$ cat src/rtl/tgt_addr_unit.sv
module tgt_addr_unit #(
  parameter int AW = 20
) (
  input  logic          clk,
  input  logic          rst_n,
  input  logic          start,
  input  logic [25:0]   instr,
  input  logic [AW-1:0] pc_next,
  input  logic [AW-1:0] base_reg,
  input  logic [AW-1:0] idx_reg,
  output logic          mem_rd,
  output logic [AW-1:0] mem_addr,
  input  logic [7:0]    mem_rdata,
  output logic          valid,
  output logic          err,
  output logic          opnd_is_imm,
  output logic [AW-1:0] opnd_out
);

  localparam int DW = 12;
  localparam int LW = 15;
  localparam int HW = AW - 8;

  logic n_f, i_f, x_f, b_f, p_f, e_f;
  assign {n_f, i_f, x_f, b_f, p_f, e_f} = instr[25:20];

  logic [DW-1:0] disp;
  assign disp = instr[19:8];

  logic legacy, indirect, bad;
  assign legacy   = ~n_f & ~i_f;
  assign indirect = n_f & ~i_f;
  assign bad      = ~legacy & ((b_f & p_f) | ((b_f | p_f) & e_f) | (x_f & (n_f ^ i_f)));

  logic [AW-1:0] ta_raw, ta;
  always_comb begin
    if (legacy)      ta_raw = {{(AW-LW){1'b0}}, instr[22:8]};
    else if (e_f)    ta_raw = instr[AW-1:0];
    else if (b_f)    ta_raw = base_reg + {{(AW-DW){1'b0}}, disp};
    else if (p_f)    ta_raw = pc_next + {{(AW-DW){disp[DW-1]}}, disp};
    else             ta_raw = {{(AW-DW){1'b0}}, disp};
  end
  assign ta = ta_raw + (x_f ? idx_reg : '0);

  logic          busy;
  logic [1:0]    phase;
  logic [AW-1:0] ptr;
  logic [HW-1:0] acc;

  assign mem_rd   = busy;
  assign mem_addr = ptr + AW'(phase);

  always_ff @(posedge clk or negedge rst_n) begin
    if (!rst_n) begin
      busy        <= 1'b0;
      phase       <= '0;
      ptr         <= '0;
      acc         <= '0;
      valid       <= 1'b0;
      err         <= 1'b0;
      opnd_is_imm <= 1'b0;
      opnd_out    <= '0;
    end else begin
      valid <= 1'b0;
      err   <= 1'b0;
      if (!busy) begin
        if (start) begin
          if (bad) begin
            valid       <= 1'b1;
            err         <= 1'b1;
            opnd_is_imm <= 1'b0;
            opnd_out    <= '0;
          end else if (indirect) begin
            busy  <= 1'b1;
            phase <= '0;
            ptr   <= ta;
          end else begin
            valid       <= 1'b1;
            opnd_is_imm <= i_f & ~n_f;
            opnd_out    <= ta;
          end
        end
      end else begin
        case (phase)
          2'd0: begin
            acc[HW-1:8] <= mem_rdata[HW-9:0];
            phase       <= 2'd1;
          end
          2'd1: begin
            acc[7:0] <= mem_rdata;
            phase    <= 2'd2;
          end
          default: begin
            opnd_out    <= {acc, mem_rdata};
            opnd_is_imm <= 1'b0;
            valid       <= 1'b1;
            busy        <= 1'b0;
            phase       <= '0;
          end
        endcase
      end
    end
  end


  err_clean_chk: assert property (@(posedge clk) disable iff (!rst_n)
    err |-> (valid && !opnd_is_imm && opnd_out == '0));


  byte_walk_chk: assert property (@(posedge clk) disable iff (!rst_n)
    (mem_rd && $past(mem_rd)) |-> (mem_addr == $past(mem_addr) + AW'(1)));


  fetch_done_chk: assert property (@(posedge clk) disable iff (!rst_n)
    $fell(mem_rd) |-> (valid && !err));


  no_strobe_in_fetch_chk: assert property (@(posedge clk) disable iff (!rst_n)
    mem_rd |-> !valid);


  imm_no_err_chk: assert property (@(posedge clk) disable iff (!rst_n)
    (valid && opnd_is_imm) |-> !err);

endmodule

$ cat config.mk
export PLATFORM = sky130hd
export DESIGN_NAME = tgt_addr_unit
export DESIGN_NICKNAME = d
export VERILOG_FILES = /design/src/rtl/tgt_addr_unit.sv
export SDC_FILE = /design/constraint.sdc
export NUM_CORES = 1
export LEC_CHECK = 0
export BUFFER_PORTS_ARGS = -buffer_cell sky130_fd_sc_hd__buf_2
export CORE_MARGIN = 2
export CORE_UTILIZATION = 45
export CTS_CLUSTER_DIAMETER = 60
export DETAILED_ROUTE_END_ITERATION = 8
export PLACE_DENSITY = 0.68
export SYNTH_ARGS = -nofsm -noshare
export SYNTH_HDL_FRONTEND = slang
export SYNTH_SLANG_ARGS = --single-unit
$ cat constraint.sdc
create_clock -name clk -period 2.95 [get_ports clk]
set_clock_uncertainty 0.1 [all_clocks]
set_input_delay 0.295 -clock clk [delete_from_list [all_inputs] [get_ports clk]]
set_output_delay 0.295 -clock clk [all_outputs]
set_load 0.01 [all_outputs]
==> results.cfg <==
[status]
status = finished with violations
violations = setup timing

[finish]
drive_above_1_share_pct = 44.3
stdcell_area_mm2 = 0.00914
layout.nets = 1196
mostFrequentLayoutCells = buf_4 (174), buf_2 (138), nand2_1 (72), nor2_1 (58), dfrtp_1 (58)
final_common_cell = buf_4
n_antenna_cell = 0
area_growth_pct = 51.2

[detailed_routing]
first_pass_iters = 5
vias_per_cell = 5.42
routed_wl_um = 19200
ant_nets = 0
first_iter_violations = 370
drc = 0
wl_per_cell_um = 15.7
dr_total_vias = 6623

[yosys]
ys_seq_area_share_pct = 24.0
synth_edf_count = 0
synth_area_mm2 = 0.00604
syn_area_per_cell_um2 = 8.27
synth_warnings = 0
async_flop_share_pct = 100
netlist_instances = 731
ys_types = 68
synth_seq_cells = 58
synth_nets = 887
synth_ff_type = dfrtp_1

[setup_path]
cp-start-kind = input pin
critical_path_class = in -> reg
cp.required_ns = 3.06
cp-end-kind = flop
worst_ep_arrival_time_ns = 4.40
crit_fanout = 4

[die]
die-area_mm2 = 0.0144
row_count = 42
coreArea_mm2 = 0.0132
io_pins = 141
start_util_pct = 45.8
die_h_um = 120
chipWidth_um = 120

[power]
finalPower_uw = 5490
power_frac_comb_pct = 54.1
clock_power_share_pct = 18.7
p_seq_share_pct = 27.2
leakage_uw = 0.00447
p_switching_uw = 2210
p_sw_share_pct = 40.2
vdd_drop_max_v = 0.000375
internal_power_uw = 3280
power_density_mw_per_mm2 = 601

[flow_run]
drv_cap = 0

[grt]
antenna_found_initial = 0
grt_max_degree = 36
grt_pass1_vias = 6255
grt_pass1_wl_um = 29200
grt_overflow = 0
grt_usage_pct = 25.2

[timing]
max_freq_mhz = 233
holdWs_ns = 0.132
maxSlewViolCount = 0
fin_ws_ns = -1.34
max_slew_margin_pct = 48.4
period_share_pct = 145
rsz0062_at_grt = yes
tightest_slew_ns = 0.775
setup_viol = 31
min_period_ns = 4.29
timing_hold_violations_final = 0

[clocking]
clock_sinks = 58
root_buffer = clkbuf_16
cts_buffers = 9
insertion_delay_ns = 0.33
clock_path_buffers = 2
clk_pin_slew_ns = 0.05
htree_levels = 3
cts_tree = built

[place]
placed_cell_area_mm2 = 0.00821
gp_congestion = 0.934
dpl.hpwl_um = 15000
port_buffers = 140

[worst_hold_path]
min_path_type = in -> reg
logic make-up after synthesis:
group | synth area share, %
simple gates | 19.0
compound gates | 25.5
xor+xnor | 10.0
fa+ha+maj | 12.9
flops | 24.0
buf+inv | 3.15
mux | 5.46
registers in the layout (all words and copies together), names as in the netlist:
name         cells
acc             12
err              1
mem_rd           1
opnd_is_imm      1
opnd_out        20
phase            2
ptr             20
valid            1
metal layers:
metal | wire (µm) | global-route usage (%) | share of wire, % | vias to the layer above
met5 | 0 | 0 | 0 | -
met4 | 475 | 7.65 | 2.5 | 0
met3 | 994 | 3.09 | 5.2 | 36
met2 | 9640 | 46.2 | 50 | 222
met1 | 8050 | 30.8 | 42 | 3075
li1 | - | - | - | 3290
power by group through the flow:
stage	sequential [µW]	combinational, µW	clock [µW]
CTS	1470	2770	1030
floorplan	1480	1550	0
finish	1490	2970	1030
global route	1530	3220	1060
global placement	1450	2570	0
detailed placement	1470	2610	0
critical path: stages:
cell and delay (ns):
buf_8 0.10, ha_4 0.16, fa_2 0.36, a21o_1 0.20, a211o_1 0.30, a21oi_2 0.22, o31ai_4 0.10, xor2_1 0.17
a211oi_2 0.22, a211oi_2 0.06, a211oi_1 0.18, a21oi_1 0.07, ha_1 0.36, buf_4 0.16, buf_6 0.11, nand4_1 0.16
nor2_2 0.07, o2111a_1 0.24, or3_1 0.36, xor2_1 0.18, a221oi_2 0.24, nor2_1 0.07
Yosys cell counts (all sizes together), types with 3 or more instances:
cell type,number,area [µm²]
or3,3,18.8
ha,55,688
a21o,22,165
nor3b,4,30.0
xor2,28,245
o21a,4,30.0
inv,20,75.1
a31o,4,35.0
o21ai,46,230
nand3,19,95.1
dfrtp,58,1450
o31ai,6,45.0
o211ai,6,45.0
nor2,61,231
a21oi,64,335
clkbuf,23,86.3
nand2,72,270
nand2b,6,37.5
mux2i,6,60.1
a211o,3,26.3
buf,5,25.0
a221oi,14,141
nand4,4,25.0
nor2b,14,87.6
o22ai,3,18.8
a211oi,26,205
a31oi,3,33.8
mux2,24,270
and3,12,75.1
xnor2,41,359
and2,21,131
fa,4,80.1
o21bai,8,60.1
nor3,16,85.1
path summary, 6_finish.rpt:
path,endpoint,slack [ns],depth (start not counted),from
setup / recovery,opnd_out[17],-1.34,22,instr[8]
hold / removal,acc[6],0.13,2,mem_rdata[6]
hold reg to reg,opnd_out[4],0.37,2,opnd_out[4]
max in group asynchronous,ptr[10],1.46,3,rst_n
min in group asynchronous,opnd_out[3],0.47,2,rst_n
setup reg to reg,opnd_out[18],1.23,6,mem_rd
per-stage QoR:
step           utilization [%]  worst slack [ns]  instances  TNS (ns)
2_1_floorplan                -             -1.21        731    -19.33
3_3_place_gp              62.2             -1.52       1188    -33.76
3_5_place_dp              62.2             -1.56       1188    -35.14
4_1_cts                   66.8             -1.19       1212    -23.58
5_1_grt                   69.3             -1.52       1221    -32.86
6_report                  69.3             -1.34       1221    -27.75
timing repair:
action                                  in CTS  in global routing
setup buffers                                7                 11
hold endpoints to repair                    34                  0
pin swaps                                   31                 28
resized for setup                           50                 55
endpoints found under the setup margin      38                 41
hold buffers                                 1                  0
layout make-up:
type | count | area [µm²]
Tap cell | 176 | 220
Timing Repair Buffer | 326 | 2160
Multi-Input combinational cell | 624 | 4930
Fill cell | 1061 | 4050
Inverter | 21 | 86.3
Clock inverter | 5 | 53.8
Sequential cell | 58 | 1450
Clock buffer | 11 | 243
(Power assumes the default switching activity.)
